$ cat config.mk
export PLATFORM = sky130hd
export DESIGN_NAME = mux_bus_master
export DESIGN_NICKNAME = d
export VERILOG_FILES = /design/src/rtl/mbm_pkg.sv /design/src/rtl/mbm_ack_sync.sv /design/src/rtl/mbm_phase_timer.sv /design/src/rtl/mbm_seq.sv /design/src/rtl/mbm_bus_drive.sv /design/src/rtl/mux_bus_master.sv
export SDC_FILE = /design/constraint.sdc
export NUM_CORES = 1
export LEC_CHECK = 0
export BUFFER_PORTS_ARGS = -buffer_cell sky130_fd_sc_hd__buf_2
export CAP_MARGIN = 20
export CORE_MARGIN = 8
export CORE_UTILIZATION = 55
export CTS_BUF_LIST = sky130_fd_sc_hd__clkbuf_16
export DETAILED_ROUTE_END_ITERATION = 8
export PLACE_DENSITY = 0.82
export SLEW_MARGIN = 20
export SYNTH_ARGS = -nofsm -noshare
export SYNTH_HDL_FRONTEND = slang
export SYNTH_SLANG_ARGS = --single-unit
$ cat constraint.sdc
create_clock -name clk -period 3.9 [get_ports clk]
set_input_delay 0.585 -clock clk [delete_from_list [all_inputs] [get_ports clk]]
set_output_delay 0.585 -clock clk [all_outputs]
set_load 0.02 [all_outputs]
$ cat src/rtl/mbm_pkg.sv
package mbm_pkg;
   localparam int BYTE_W = 8;
   localparam int ADDR_W = 16;

   typedef enum logic [2:0] {
      ST_IDLE,
      ST_ALO,
      ST_AHI,
      ST_DATA,
      ST_SEL,
      ST_WAIT,
      ST_DONE
   } mbm_state_e;

   function automatic logic in_strobe_span(input mbm_state_e s);
      return (s == ST_SEL) || (s == ST_WAIT);
   endfunction
endpackage

$ cat src/rtl/mbm_ack_sync.sv
module mbm_ack_sync #(
   parameter int STAGES = 2
) (
   input  logic clk,
   input  logic rst_n,
   input  logic ack_n_raw,
   output logic ack_n_sync
);
   generate
      if (STAGES == 0) begin : g_bypass
         assign ack_n_sync = ack_n_raw;
      end else begin : g_chain
         logic [STAGES-1:0] chain_q;
         always_ff @(posedge clk or negedge rst_n) begin
            if (!rst_n) chain_q <= '1;
            else        chain_q <= {chain_q[STAGES-2+((STAGES==1)?1:0):0], ack_n_raw};
         end
         assign ack_n_sync = chain_q[STAGES-1];
      end
   endgenerate
endmodule

$ cat src/rtl/mbm_phase_timer.sv
module mbm_phase_timer #(
   parameter int PHASE_CYC   = 2,
   parameter int TIMEOUT_CYC = 100000,
   localparam int LIMIT      = (PHASE_CYC > TIMEOUT_CYC) ? PHASE_CYC : TIMEOUT_CYC,
   localparam int CNT_W      = $clog2(LIMIT + 1)
) (
   input  logic clk,
   input  logic rst_n,
   input  logic clr,
   output logic phase_end,
   output logic wait_end
);
   logic [CNT_W-1:0] cnt_q;

   always_ff @(posedge clk or negedge rst_n) begin
      if (!rst_n)                     cnt_q <= '0;
      else if (clr)                   cnt_q <= '0;
      else if (cnt_q != CNT_W'(LIMIT)) cnt_q <= cnt_q + 1'b1;
   end

   assign phase_end = (cnt_q == CNT_W'(PHASE_CYC - 1));
   assign wait_end  = (cnt_q == CNT_W'(TIMEOUT_CYC - 1));
endmodule

$ cat src/rtl/mbm_seq.sv
module mbm_seq
   import mbm_pkg::*;
#(
   parameter int TGT_W = 1
) (
   input  logic                  clk,
   input  logic                  rst_n,
   input  logic                  req_valid,
   input  logic [ADDR_W-1:0]     req_addr,
   input  logic                  req_rd,
   input  logic [TGT_W-1:0]      req_tgt,
   input  logic [BYTE_W-1:0]     req_wdata,
   input  logic                  ack_n_sync,
   input  logic [BYTE_W-1:0]     bus_d_in,
   input  logic                  phase_end,
   input  logic                  wait_end,
   output logic                  timer_clr,
   output mbm_state_e            state,
   output logic [ADDR_W-1:0]     lat_addr,
   output logic                  lat_rd,
   output logic [TGT_W-1:0]      lat_tgt,
   output logic [BYTE_W-1:0]     lat_wdata,
   output logic [BYTE_W-1:0]     rdata,
   output logic                  timed_out
);
   mbm_state_e state_q, state_d;
   logic       finish;

   assign finish = (state_q == ST_WAIT) && (!ack_n_sync || wait_end);

   always_comb begin
      state_d = state_q;
      unique case (state_q)
         ST_IDLE: if (req_valid) state_d = ST_ALO;
         ST_ALO:  if (phase_end) state_d = ST_AHI;
         ST_AHI:  if (phase_end) state_d = ST_DATA;
         ST_DATA: if (phase_end) state_d = ST_SEL;
         ST_SEL:  if (phase_end) state_d = ST_WAIT;
         ST_WAIT: if (finish)    state_d = ST_DONE;
         ST_DONE: state_d = ST_IDLE;
         default: state_d = ST_IDLE;
      endcase
   end

   assign timer_clr = (state_d != state_q) || (state_q == ST_IDLE);

   always_ff @(posedge clk or negedge rst_n) begin
      if (!rst_n) begin
         state_q   <= ST_IDLE;
         lat_addr  <= '0;
         lat_rd    <= 1'b0;
         lat_tgt   <= '0;
         lat_wdata <= '0;
         rdata     <= '0;
         timed_out <= 1'b0;
      end else begin
         state_q <= state_d;
         if (state_q == ST_IDLE && req_valid) begin
            lat_addr  <= req_addr;
            lat_rd    <= req_rd;
            lat_tgt   <= req_tgt;
            lat_wdata <= req_wdata;
         end
         if (finish) begin
            timed_out <= ack_n_sync;
            if (lat_rd) rdata <= bus_d_in;
         end
      end
   end

   assign state = state_q;
endmodule

$ cat src/rtl/mbm_bus_drive.sv
module mbm_bus_drive
   import mbm_pkg::*;
#(
   parameter int NUM_CS = 2,
   parameter int TGT_W  = 1
) (
   input  mbm_state_e            state,
   input  logic [ADDR_W-1:0]     lat_addr,
   input  logic                  lat_rd,
   input  logic [TGT_W-1:0]      lat_tgt,
   input  logic [BYTE_W-1:0]     lat_wdata,
   output logic [BYTE_W-1:0]     bus_d_out,
   output logic                  bus_d_oe,
   output logic [NUM_CS-1:0]     cs_n,
   output logic                  ale_lo,
   output logic                  ale_hi,
   output logic                  rd_n,
   output logic                  wr_n
);
   logic data_span;
   logic sel_span;

   assign data_span = (state == ST_DATA) || in_strobe_span(state);
   assign sel_span  = in_strobe_span(state);

   always_comb begin
      unique case (state)
         ST_ALO:  bus_d_out = lat_addr[BYTE_W-1:0];
         ST_AHI:  bus_d_out = lat_addr[ADDR_W-1:BYTE_W];
         ST_DATA, ST_SEL, ST_WAIT: bus_d_out = lat_wdata;
         default: bus_d_out = '0;
      endcase
   end

   assign bus_d_oe = (state == ST_ALO) || (state == ST_AHI) || (data_span && !lat_rd);
   assign ale_lo   = (state == ST_ALO);
   assign ale_hi   = (state == ST_AHI);
   assign rd_n     = !((state == ST_WAIT) && lat_rd);
   assign wr_n     = !((state == ST_WAIT) && !lat_rd);

   for (genvar i = 0; i < NUM_CS; i++) begin : g_cs
      assign cs_n[i] = !(sel_span && (lat_tgt == TGT_W'(i)));
   end
endmodule

$ cat src/rtl/mux_bus_master.sv
module mux_bus_master
   import mbm_pkg::*;
#(
   parameter int PHASE_CYC   = 2,
   parameter int TIMEOUT_CYC = 100000,
   parameter int SYNC_STAGES = 2,
   parameter int NUM_CS      = 2,
   localparam int TGT_W      = (NUM_CS > 1) ? $clog2(NUM_CS) : 1
) (
   input  logic              clk,
   input  logic              rst_n,
   input  logic              req_valid,
   input  logic [15:0]       req_addr,
   input  logic              req_rd,
   input  logic [TGT_W-1:0]  req_tgt,
   input  logic [7:0]        req_wdata,
   output logic              busy,
   output logic              done,
   output logic              err,
   output logic [7:0]        rdata,
   output logic [7:0]        bus_d_out,
   output logic              bus_d_oe,
   input  logic [7:0]        bus_d_in,
   output logic [NUM_CS-1:0] cs_n,
   output logic              ale_lo,
   output logic              ale_hi,
   output logic              rd_n,
   output logic              wr_n,
   input  logic              ack_n
);
   generate
      if (PHASE_CYC < 1)                       begin : g_bad_phase $error("PHASE_CYC must be at least 1"); end
      if (TIMEOUT_CYC < 1)                     begin : g_bad_to    $error("TIMEOUT_CYC must be at least 1"); end
      if (SYNC_STAGES < 0 || SYNC_STAGES > 4)  begin : g_bad_sync  $error("SYNC_STAGES must be 0..4"); end
      if (NUM_CS < 1 || NUM_CS > 8)            begin : g_bad_cs    $error("NUM_CS must be 1..8"); end
   endgenerate

   logic              ack_n_sync;
   logic              phase_end;
   logic              wait_end;
   logic              timer_clr;
   logic              timed_out;
   mbm_state_e        state;
   logic [15:0]       lat_addr;
   logic              lat_rd;
   logic [TGT_W-1:0]  lat_tgt;
   logic [7:0]        lat_wdata;

   mbm_ack_sync #(.STAGES(SYNC_STAGES)) u_sync (
      .clk        (clk),
      .rst_n      (rst_n),
      .ack_n_raw  (ack_n),
      .ack_n_sync (ack_n_sync)
   );

   mbm_phase_timer #(.PHASE_CYC(PHASE_CYC), .TIMEOUT_CYC(TIMEOUT_CYC)) u_timer (
      .clk       (clk),
      .rst_n     (rst_n),
      .clr       (timer_clr),
      .phase_end (phase_end),
      .wait_end  (wait_end)
   );

   mbm_seq #(.TGT_W(TGT_W)) u_seq (
      .clk        (clk),
      .rst_n      (rst_n),
      .req_valid  (req_valid),
      .req_addr   (req_addr),
      .req_rd     (req_rd),
      .req_tgt    (req_tgt),
      .req_wdata  (req_wdata),
      .ack_n_sync (ack_n_sync),
      .bus_d_in   (bus_d_in),
      .phase_end  (phase_end),
      .wait_end   (wait_end),
      .timer_clr  (timer_clr),
      .state      (state),
      .lat_addr   (lat_addr),
      .lat_rd     (lat_rd),
      .lat_tgt    (lat_tgt),
      .lat_wdata  (lat_wdata),
      .rdata      (rdata),
      .timed_out  (timed_out)
   );

   mbm_bus_drive #(.NUM_CS(NUM_CS), .TGT_W(TGT_W)) u_drive (
      .state     (state),
      .lat_addr  (lat_addr),
      .lat_rd    (lat_rd),
      .lat_tgt   (lat_tgt),
      .lat_wdata (lat_wdata),
      .bus_d_out (bus_d_out),
      .bus_d_oe  (bus_d_oe),
      .cs_n      (cs_n),
      .ale_lo    (ale_lo),
      .ale_hi    (ale_hi),
      .rd_n      (rd_n),
      .wr_n      (wr_n)
   );

   assign busy = (state != ST_IDLE);
   assign done = (state == ST_DONE);
   assign err  = done && timed_out;
endmodule

# ---- Yosys cells after proc, flatten, opt, wreduce, memory -nomap -nowiden
# Cells that the tools add are included.
# Widths: inputs -> output; s select.
dict set report word_totals {
  reg_bits 57
  latch_bits 0
  ram_bits 0
  mem_bits_ro 0
  in_bits 38
  memories 0
}
dict set report classes {
  n_addsub 1
  multipliers 0
  n_div 0
  n_lt_le_gt_ge 0
  n_eq_ne 10
  shift 0
  n_mux 10
  bitwise_logic 1
  n_reduce_logical 25
}
# op n
set ops {}
lappend ops {{$mux 17} 2}
lappend ops {{$pmux 8 s3} 1}
lappend ops {{$mux 3} 6}
lappend ops {{$pmux 3 s6} 1}
lappend ops {{$add 17x1->17 const B} 1}
lappend ops {{$eq 17x1->1 const B} 1}
lappend ops {{$eq 17x17->1 const B} 1}
lappend ops {{$ne 17x17->1 const B} 1}
lappend ops {{$eq 3x3->1 const B} 3}
lappend ops {{$logic_and 1x1->1} 8}
lappend ops {{$eq 3x2->1 const B} 2}
lappend ops {{$logic_not 1->1} 6}
lappend ops {{$logic_or 1x1->1} 6}
lappend ops {{$eq 3x1->1 const B} 1}
lappend ops {{$logic_not 3->1} 1}
lappend ops {{$ne 3x3->1} 1}
lappend ops {{$reduce_bool 3->1} 1}
lappend ops {{$reduce_or 3->1} 1}
lappend ops {{$reduce_and 2->1} 1}
lappend ops {{$reduce_bool 2->1} 1}
lappend ops {{$not 1->1} 1}

# ---- Logic depth before layout (Yosys ltp)
# Gate-level depths: netlist (run 1).
dict set report depth {
  ltp_word 8
  depth_mapped 9
  mapped_depth_nobuf 7
}

# ---- Hierarchy
# A second synthesis (run 1) with hierarchy kept.
dict set report unflattened {
  hier_cells 257
  area_unflattened_um2 3002.9
}
# mod instances cells_per_inst area_per_inst_um2 seq_area_each_um2
set modules_own_cells {}
lappend modules_own_cells {mbm_seq 1 99 1535.2 950.9}
lappend modules_own_cells {mbm_phase_timer 1 103 979.7 425.4}
lappend modules_own_cells {mbm_bus_drive 1 50 407.9 0.0}
lappend modules_own_cells {mbm_ack_sync 1 2 52.6 52.6}
lappend modules_own_cells {mux_bus_master 1 3 27.5 0.0}

# ---- Worst setup path before layout (run 1)
# Ideal clock, no wire load.
dict set report synth_path {
  path_type {register -> output}
  from {register u_seq.state_q[0], in the netlist u_seq.state[0]}
  to {output port bus_d_out[0]}
  arrival_ns 1.690
  path_slack_ns 1.625
  stages_incl_launch_ff 6
  n_path_buf 2
  cell_sequence {dfrtp_1 clkbuf_1 and2b_2 clkbuf_1 a22oi_1 o21ai_0}
}
dict set report synth_via {
  elab_chain_cells 3
}
# element line
set synth_lines {}
lappend synth_lines {{start, declared} mbm_seq.sv:26} ;# mbm_state_e state_q, state_d;
lappend synth_lines {{start signal, assigned} mbm_seq.sv:57} ;# state_q <= state_d;
lappend synth_lines {{$eq 3x3->1 or $eq 3x2->1 (tied branches)} mbm_bus_drive.sv:27} ;# unique case (state)
lappend synth_lines {{$reduce_or 3->1} mbm_bus_drive.sv:27}
lappend synth_lines {{$pmux 8 s3 *} mbm_bus_drive.sv:27}
lappend synth_lines {{end, declared} mux_bus_master.sv:21} ;# output logic [7:0] bus_d_out,
# Every way passes the cells marked *; elsewhere a longest branch is shown, timed or not.

# ---- Worst setup path in the final report (run 1)
dict set report layout_path {
  from {register u_seq.state_q[2], in the netlist u_seq.state[2]}
  to {output port bus_d_out[3]}
}
# The elaborated chain is that of the path after synthesis.

==> flow_metrics.tcl, run 1 <==
set metrics [dict create \
    drt_iter0_drc 160 \
    rrSetupSlack_ns 1.32 \
    dr.pass1.iters 4 \
    crit_type "reg -> out" \
    floorplan.initialDensity_pct 56.9 \
    grt_max_degree 34 \
    area_growth_pct 20.9 \
    fmax_mhz 332 \
    vias 2113 \
    dieArea_um2 7830 \
    required_ns 3.31 \
    nNetsFinal 356 \
    ys.flop_type "dfrtp_1" \
    finalHoldViolations 0 \
    clk_pin_slew_ns 0.05 \
    synth_nets 293 \
    antenna_left 0 \
    status "finished clean" \
    synth_top_area_share_pct 47.6 \
    dp_hpwl_um 4540 \
    p_leak_nw 1.61 \
    cts-root-buf "clkbuf_16" \
    post-route-period-util_pct 77.2 \
    vias_per_cell 5.43 \
    endpoint_kind "primary output" \
    synth_cell_type_count 46 \
    syn-cell-area_um2 2890 \
    ys_ff_latch 57 \
    avgSynthCellArea_um2 11.5 \
    period_needed_ns 3.01 \
    grtUsageTotal_pct 18.2 \
    worstPathMaxFanout 26 \
    die_h_um 88.5 \
    min_path_type "in -> async" \
    cts-htree-levels 3 \
    cts_buffers 9 \
    total_power_mw 2.79 \
    antenna_cells 0 \
    synth-async-reset-ratio_pct 100 \
    setup_slack_ns 0.889 \
    max_cap_violations 0 \
    io_buffers 63 \
    synthCells 252 \
    ys_top_cells_by_area "dfrtp_1 (48%), mux2_2 (13%), mux2_4 (4.2%)" \
    synth_most_common_cell "dfrtp_1" \
    ios 64 \
    cts_setup_buffers 0 \
    maxSlewHeadroom_pct 46.6 \
    antenna_found_initial 0 \
    tightest_slew_ns 0.801 \
    row_count 26 \
    r2r-end "u_seq.rdata[5]$_DFFE_PN0P_" \
    yosys_warnings 0 \
    drv_slew 0 \
    cts_buffer_depth 2 \
    clock_skew_ns 0.00408 \
    grt_pass1_wl_um 10800 \
    ff2ff_path_depth 5 \
    cts_tree "built" \
    synth_edf_count 0 \
    cts.sinks 57 \
    gp_congestion 0.861 \
    tns_ns 0 \
    peakVddDrop_uv 388 \
    seq_area_frac_synth_pct 49.5 \
    rsz0062_at_grt "false" \
    die_w_um 88.5 \
    p_per_area_nw_per_um2 799 \
    cts_resized 0 \
    drc_errors 0 \
    grt_overflow_total 0 \
    layout-drive-gt1-share_pct 40.8 \
    setup_viol 0 \
    fillers 386 \
    yosys-top-cells-count "dfrtp_1 (55), mux2_2 (34), nor2_1 (21)" \
    wirelength_um 6430 \
    cp-start-kind "register" \
    holdBufCountCts 0 \
    worstPathArrival_ns 2.43 \
    first_global_vias 2191 \
    detailedPlace.worstSlack_ns 1.31 \
    core_area_um2 5070 \
    routedWlPerCell_um 16.5 \
    insertion_delay_ns 0.32 \
    synth_area_leader_cell "dfrtp_1" \
    timing.rr.start "u_timer.cnt_q[11]$_DFFE_PN0P_" \
]
[where the power goes]
group / switching (mW) / leakage [nW] / internal (mW)
sequential: 0.178 / 0.707 / 0.803
clock: 0.246 / 0.141 / 0.479
combinational: 0.577 / 0.760 / 0.508
total: 1.00 / 1.61 / 1.79
[state kept, by name, indices dropped and copies added, names as in the netlist]
| name | count |
|---|---|
| u_sync.g_chain.chain_q | 2 |
| u_seq.rdata | 8 |
| u_seq.lat_rd | 1 |
| u_seq.lat_addr | 16 |
| u_seq.state | 3 |
| u_timer.cnt_q | 17 |
| u_seq.lat_tgt | 1 |
| u_seq.lat_wdata | 8 |
| u_seq.timed_out | 1 |
[cell families after synthesis]
kind of cell / synth area share [%]
DFF: 49.5
adders and majority gates: 1.30
and+or+nand+nor: 15.5
buffers and inverters: 4.37
xor gates and xnor gates: 4.85
AOI/OAI and AO/OA: 6.80
muxes: 17.8
[metal layers]
| metal | vias to the layer above | GRT usage (%) | share of wire [%] |
|---|---|---|---|
| met5 | - | 0 | 0 |
| met4 | 0 | 7.37 | 1.2 |
| met3 | 7 | 5.11 | 4.6 |
| met2 | 58 | 29.3 | 51 |
| met1 | 1032 | 22.3 | 43 |
| li1 | 1016 | - | - |
[critical path, cell delays in order, from the launching register on]
cell	delay, ns
dfrtp_1	0.86
nor2b_1	0.72
nand2_1	0.14
o21ai_0	0.15
buf_2	0.23
[area by class of cell]
cell class,instances,area (um^2),area share (%)
Clock buffer,9,225,6.45
Clock inverter,6,51.3,1.47
Inverter,5,18.8,0.537
Multi-Input combinational cell,176,1340,38.4
Sequential cell,57,1430,40.9
Tap cell,70,87.6,2.51
Timing Repair Buffer,66,338,9.67
[metrics by stage]
| step | hold WS (ns) | util (%) | std cells | cell area, um^2 |
|---|---|---|---|---|
| 3_3_place_gp | 0.361 | 63.4 | 374 | 3220 |
| 3_5_place_dp | 0.362 | 63.4 | 374 | 3220 |
| 5_1_grt | 0.357 | 68.8 | 389 | 3490 |
| 2_1_floorplan | 0.289 | - | 252 | 2890 |
| 6_report | 0.331 | 68.8 | 389 | 3490 |
| 4_1_cts | 0.344 | 68.8 | 389 | 3490 |
[worst max path at each step]
| stage | startpoint | end | cells after the start |
|---|---|---|---|
| global route | u_seq.state[2]$_DFF_PN0_ | bus_d_out[3] | 4 |
| floorplan | u_seq.state[0]$_DFF_PN0_ | bus_d_out[0] | 5 |
| detailed placement | u_seq.state[2]$_DFF_PN0_ | bus_d_out[3] | 4 |
| finish | u_seq.state[2]$_DFF_PN0_ | bus_d_out[3] | 4 |
| CTS | u_seq.state[2]$_DFF_PN0_ | bus_d_out[3] | 4 |
| global placement | u_seq.state[2]$_DFF_PN0_ | bus_d_out[0] | 4 |
[cells in the final DEF (no fill, tap or decap), types with 2 or more instances in the layout]
cell type | netlist | routed
o21ai_0 | 12 | 12
buf_2 | 0 | 63
buf_4 | 0 | 3
nor3_1 | 3 | 3
nor4_1 | 2 | 2
and3_1 | 2 | 2
nor2b_1 | 3 | 3
nand3_1 | 7 | 7
clkbuf_16 | 0 | 9
nand4_1 | 6 | 6
dfrtp_1 | 55 | 55
clkinv_1 | 0 | 2
a21o_1 | 2 | 2
xnor2_1 | 7 | 7
a22oi_1 | 8 | 8
nor2_1 | 21 | 21
xor2_1 | 9 | 9
inv_1 | 5 | 6
clkinv_2 | 0 | 2
and2_1 | 2 | 2
nand2_1 | 19 | 19
ha_1 | 3 | 3
nand2b_1 | 5 | 5
a21oi_1 | 2 | 2
mux2_2 | 34 | 34
or3_1 | 2 | 2
mux2_4 | 8 | 8
nand3b_1 | 2 | 2
dfstp_2 | 2 | 2
Power figures use the tool's default switching activity.
==> inputs of run 2 (changes only) <==
- ABC_AREA: unset -> 1
- CORE_UTILIZATION: 55 -> 54
- PLACE_DENSITY: 0.82 -> 0.8
- clock period: 3.9 -> 3.11 ns (I/O delays scaled with it)
==> run 2 against run 1 <==
Net effect: via count rose by 12%; power grew 34%; global-route usage up 0.59 points; utilization rose by 0.64 points; final cell count increased by 21%; synthesized cell count is 31% higher; sequential power is 16% higher; flip-flop and latch count unchanged; area after synthesis increased by 0.95%; register-to-register slack lost 0.32 ns; highest routed layer unchanged.
==> flow_metrics.tcl, run 2 <==
set metrics [dict create \
    seq_power_share_pct 30.4 \
    top_regs "u_timer.cnt_q (17), u_seq.lat_addr (16)" \
    synthCells 329 \
    synth_area_leader_cell "dfrtp_1" \
    period_needed_ns 2.41 \
    finalHoldViolations 0 \
    yosys.area_share.simple_pct 26.2 \
    cts.sinks 57 \
    synth-async-reset-ratio_pct 100 \
    crit_type "reg -> out" \
    syn-cell-area_um2 2920 \
    yosys_warnings 0 \
    avgSynthCellArea_um2 8.86 \
    fillers 409 \
    cts_resized 0 \
    antenna_left 0 \
    antenna_cells 0 \
    worstPathMaxFanout 10 \
    switching_power_mw 1.54 \
    cts_tree "built" \
    max_cap_violations 0 \
    die_w_um 89.5 \
    dieArea_um2 8010 \
    cp-start-kind "register" \
    cts-root-buf "clkbuf_16" \
    status "finished clean" \
    clk_pin_slew_ns 0.05 \
    ys_ff_latch 57 \
    grt_overflow_total 0 \
    synth_most_common_cell "nand2_1" \
    tightest_slew_ns 0.584 \
    endpoint_kind "primary output" \
    synth_compound_area_share_pct 8.58 \
    top_register "u_timer.cnt_q" \
    peakVddDrop_uv 595 \
    clock_skew_ns 0.00665 \
    p_leak_nw 1.71 \
    synth_edf_count 0 \
    setup_slack_ns 0.705 \
    nNetsFinal 438 \
    cts-htree-levels 3 \
    synth_top_area_share_pct 47.2 \
    min_path_type "in -> async" \
    synth-xor-area-share_pct 3.90 \
    mostFrequentLayoutCell "nand2_1" \
    maxSlewHeadroom_pct 61.1 \
    routedWlPerCell_um 14.2 \
    layout-drive-gt1-share_pct 29.9 \
    layout_common_cells "nand2_1 (78), buf_2 (62), dfrtp_1 (55)" \
    vias_per_cell 5.02 \
    die_h_um 89.5 \
    vias 2370 \
    ys_top_cells_by_area "dfrtp_1 (47%), nand2_1 (10%), o21ai_0 (5.1%)" \
    grt_pass1_wl_um 11500 \
    swShare_pct 41.3 \
    gp_congestion 0.847 \
    yosys-top-cells-count "nand2_1 (78), dfrtp_1 (55), inv_1 (38)" \
    synth_nets 370 \
    area_growth_pct 23.2 \
    antenna_found_initial 0 \
    post-route-period-util_pct 77.3 \
    grt_max_degree 47 \
    core_area_um2 5170 \
    detailedPlace.worstSlack_ns 1.07 \
    synth_mux_area_share_pct 3.47 \
    internal_power_mw 2.19 \
    wirelength_um 6680 \
    dr.pass1.iters 4 \
    dp_hpwl_um 4740 \
    rsz0062_at_grt "false" \
    clockPowerShare_pct 27.2 \
    synth_top_family_by_area "simple AND/OR/NAND/NOR gates" \
    cts_setup_buffers 0 \
    drv_slew 0 \
    seq_area_frac_synth_pct 49.0 \
    grtUsageTotal_pct 18.8 \
    io_buffers 63 \
    holdBufCountCts 0 \
    p_per_area_nw_per_um2 1040 \
    row_count 26 \
    setup_viol 0 \
    first_global_vias 2481 \
    ys.flop_type "dfrtp_1" \
    tns_ns 0 \
    floorplan.initialDensity_pct 56.4 \
    worstPathArrival_ns 1.94 \
    ios 64 \
    drt_iter0_drc 114 \
    largest_reg_flops 17 \
    drc_errors 0 \
    synth_fa_ha_area_share_pct 1.29 \
    cts_buffers 9 \
    fmax_mhz 416 \
    synth_cell_type_count 34 \
    required_ns 2.64 \
    cts_buffer_depth 2 \
    pwr-share-comb_pct 42.4 \
    insertion_delay_ns 0.32 \
]
run 2: changes by cell type in the layout (fill, tap and decap cells not counted), sizes merged, moves of 4 or more:
cell,previous run,this run
a22oi,8,0
inv,6,44
mux2,42,9
nand2,19,80
nand2b,5,0
nand3,7,16
nor2,21,47
o21ai,13,30
o221ai,1,8
or3,4,0
xnor2,7,1
run 2: power by group through the flow:
stage	clock network, mW	logic [mW]	registers [mW]
finish	1.01	1.58	1.14
global route	1.07	1.77	1.17
CTS	1.03	1.61	1.14
detailed placement	0	1.59	1.14
global placement	0	1.55	1.13
floorplan	0	1.16	1.18
run 2: cell type report:
cell class	instances	area (um^2)	share of cell area [%]
flip-flops and latches	57	1430	39.8
multi-input cells	220	1270	35.2
repair buffers	65	333	9.27
clock buffers	9	225	6.27
inverters	44	165	4.60
well taps	70	87.6	2.44
clock inverters	7	86.3	2.40
run 2: cell families (layout without fill, tap and decap cells):
| group | after synthesis | count (layout) |
|---|---|---|
| and+or+nand+nor | 154 | 154 |
| DFF | 57 | 57 |
| buffers and inverters | 52 | 125 |
| AOI/OAI and AO/OA | 41 | 41 |
| xor gates and xnor gates | 13 | 13 |
| muxes | 9 | 9 |
| adders and majority gates | 3 | 3 |
run 2: worst max-delay path, cell delays in order, from the launching register on:
cell	delay, ns
dfrtp_1	0.42
inv_2	0.13
nand2_1	0.07
nor2_2	0.18
clkinv_1	0.32
o221ai_1	0.30
buf_2	0.20
run 2: final timing paths:
check	depth (start not counted)	start	slack (ns)	end
min	1	rst_n	0.14	u_timer.cnt_q[5]$_DFFE_PN0P_
max in group asynchronous	2	rst_n	2.36	u_seq.lat_addr[1]$_DFFE_PN0P_
min in group clk	1	ack_n	0.25	u_sync.g_chain.chain_q[0]$_DFF_PN1_
max	6	u_seq.state[2]$_DFF_PN0_	0.70	bus_d_out[4]
min reg2reg	0	u_sync.g_chain.chain_q[0]$_DFF_PN1_	0.36	u_sync.g_chain.chain_q[1]$_DFF_PN1_
max reg2reg	11	u_timer.cnt_q[0]$_DFFE_PN0P_	1.00	u_seq.rdata[3]$_DFFE_PN0P_
run 2: stage by stage:
| stage | util [%] | cell area (um^2) | power, mW | instances | hold slack [ns] |
|---|---|---|---|---|---|
| final | 69.4 | 3590 | 3.74 | 472 | 0.144 |
| after global routing | 69.4 | 3590 | 4.00 | 472 | 0.204 |
| after CTS | 69.4 | 3590 | 3.78 | 472 | 0.240 |
| after detailed placement | 63.4 | 3280 | 2.73 | 456 | 0.348 |
| after global placement | 63.4 | 3280 | 2.67 | 456 | 0.346 |
| after floorplan | - | 2920 | 2.34 | 329 | 0.171 |
run 2: metal layers:
metal | global-route usage (%) | part of all wire (%) | up-vias
li1 | - | - | 1180
met1 | 22.0 | 41 | 1096
met2 | 30.8 | 50 | 78
met3 | 5.15 | 6.8 | 16
met4 | 9.21 | 2.1 | 0
met5 | 0 | 0 | -
==> inputs of run 3 (changes only) <==
- clock period: 3.11 -> 2.3 ns (I/O delays scaled with it)
==> run 3 against run 2 <==
Net effect: hold slack got worse by 0.10 ns; wire length increased by 1.2%; clock skew decreased by 0.0020 ns; critical endpoint is now bus_d_out[6]; largest power group unchanged.
==> flow_metrics.tcl, run 3 (synthesis results as in run 2) <==
set metrics [dict create \
    drt_iter0_drc 118 \
    total_power_mw 4.93 \
    area_growth_pct 22.8 \
    layout_common_cells "nand2_1 (78), buf_2 (63), dfrtp_1 (55)" \
    crit_path_cell_trace "inv_2 -> nand2_1 -> nor2_2 -> inv_4 -> o221ai_1 -> buf_2" \
    seqCellArea_um2 1430 \
    period_needed_ns 2.08 \
    vias 2391 \
    fillers 411 \
    core_area_um2 5170 \
    cts-root-buf "clkbuf_16" \
    gp_congestion 0.850 \
    dp_hpwl_um 4780 \
    dr.pass1.iters 4 \
    required_ns 1.96 \
    ff2ff_path_depth 11 \
    holdBufCountCts 0 \
    insertion_delay_ns 0.32 \
    mostFrequentLayoutCell "nand2_1" \
    clock_skew_ns 0.00465 \
    finalHoldViolations 0 \
    top_register "u_timer.cnt_q" \
    antenna_cells 0 \
    endpoint_kind "primary output" \
    setup_viol 0 \
    cts-htree-levels 3 \
    fmax_mhz 480 \
    ios 64 \
    cts_buffer_depth 2 \
    tns_ns 0 \
    peakVddDrop_uv 997 \
    cts.sinks 57 \
    die_w_um 89.5 \
    p_per_area_nw_per_um2 1380 \
    wirelength_um 6760 \
    clk_pin_slew_ns 0.05 \
    status "finished clean" \
    rsz0062_at_grt "false" \
    p_leak_nw 1.71 \
    crit_type "reg -> out" \
    floorplan.initialDensity_pct 56.4 \
    top_regs "u_timer.cnt_q (17), u_seq.lat_addr (16)" \
    worstPathArrival_ns 1.74 \
    row_count 26 \
    drc_errors 0 \
    dieArea_um2 8010 \
    layout-drive-gt1-share_pct 29.8 \
    cts_tree "built" \
    die_h_um 89.5 \
    min_path_type "in -> async" \
    nNetsFinal 439 \
    drv_slew 0 \
    cp_slowest_cell "dfrtp_1" \
    tightest_slew_ns 0.625 \
    first_global_vias 2497 \
    cts_buffers 9 \
    multi_input_area_um2 1270 \
    largest_reg_flops 17 \
    grtUsageTotal_pct 18.8 \
    maxSlewHeadroom_pct 58.3 \
    antenna_found_initial 0 \
    io_buffers 63 \
    cts_setup_buffers 0 \
    grt_max_degree 45 \
    worstPathMaxFanout 10 \
    cp-start-kind "register" \
    antenna_left 0 \
    post-route-period-util_pct 90.5 \
    grt_pass1_wl_um 11300 \
    critical_path.max_stage_delay_ns 0.45 \
    vias_per_cell 5.05 \
    grt_overflow_total 0 \
    routedWlPerCell_um 14.3 \
    max_cap_violations 0 \
]
run 3: cell types whose count changed in the layout (fill, tap and decap cells not counted):
cell and delta:
inv_1 +2, buf_12 +1, buf_2 +1, buf_4 -1
bufinv_16 -1, clkinv_1 -1, clkinv_4 -1, inv_4 +1
run 3: critical path, delay by kind of cell, from the launching register on:
kind | cells | cell delay (ns)
AOI/OAI and AO/OA | 1 | 0.22
buffers and inverters | 3 | 0.46
DFF | 1 | 0.45
and+or+nand+nor | 2 | 0.29
run 3: worst paths after layout:
kind	endpoint	slack [ns]	startpoint
worst max-delay path	bus_d_out[6]	0.22	u_seq.state[2]$_DFF_PN0_
worst min-delay path	u_timer.cnt_q[8]$_DFFE_PN0P_	0.04	rst_n
worst max register to register	u_timer.cnt_q[0]$_DFFE_PN0P_	0.27	u_timer.cnt_q[0]$_DFFE_PN0P_
worst min register to register	u_sync.g_chain.chain_q[1]$_DFF_PN1_	0.36	u_sync.g_chain.chain_q[0]$_DFF_PN1_
max in group asynchronous	u_sync.g_chain.chain_q[0]$_DFF_PN1_	1.61	rst_n
min in group clk	u_sync.g_chain.chain_q[0]$_DFF_PN1_	0.14	ack_n
run 3: power by group:
| part | leakage, nW | internal (mW) | switching (mW) |
|---|---|---|---|
| combinational | 0.846 | 0.679 | 1.48 |
| clock | 0.150 | 0.815 | 0.417 |
| sequential | 0.712 | 1.36 | 0.177 |
run 3: metrics by stage:
step,cell area (um^2),hold slack [ns],setup slack (ns),instances,utilization [%]
floorplan,2920,0.0494,0.350,329,-
global placement,3300,0.348,0.380,457,63.8
detailed placement,3300,0.347,0.291,457,63.8
CTS,3580,0.0551,0.135,473,69.2
global route,3580,0.0927,0.0107,473,69.2
finish,3580,0.0413,0.218,473,69.2
run 3: metal layers:
metal / track usage (%) / vias to the layer above / share of wire (%)
met3: 8.09 / 7 / 6.9
met2: 31.2 / 64 / 52
met1: 21.0 / 1130 / 40
met4: 6.80 / 0 / 1.1
met5: 0 / - / 0
li1: - / 1190 / -
run 3: cell type report:
type                    instances  share of cell area, %
clock buffers                   9                   6.29
clock inverters                 7                   1.54
inverters                      44                   4.68
multi-input cells             220                   35.4
flip-flops and latches         57                   39.9
well taps                      70                   2.45
repair buffers                 66                   9.78
run 3: repair_timing:
| item | in CTS | in global routing |
|---|---|---|
| gates resized for setup | 1 | 1 |
| endpoints found under the setup margin | 1 | 1 |
| hold endpoints to repair | 0 | 0 |
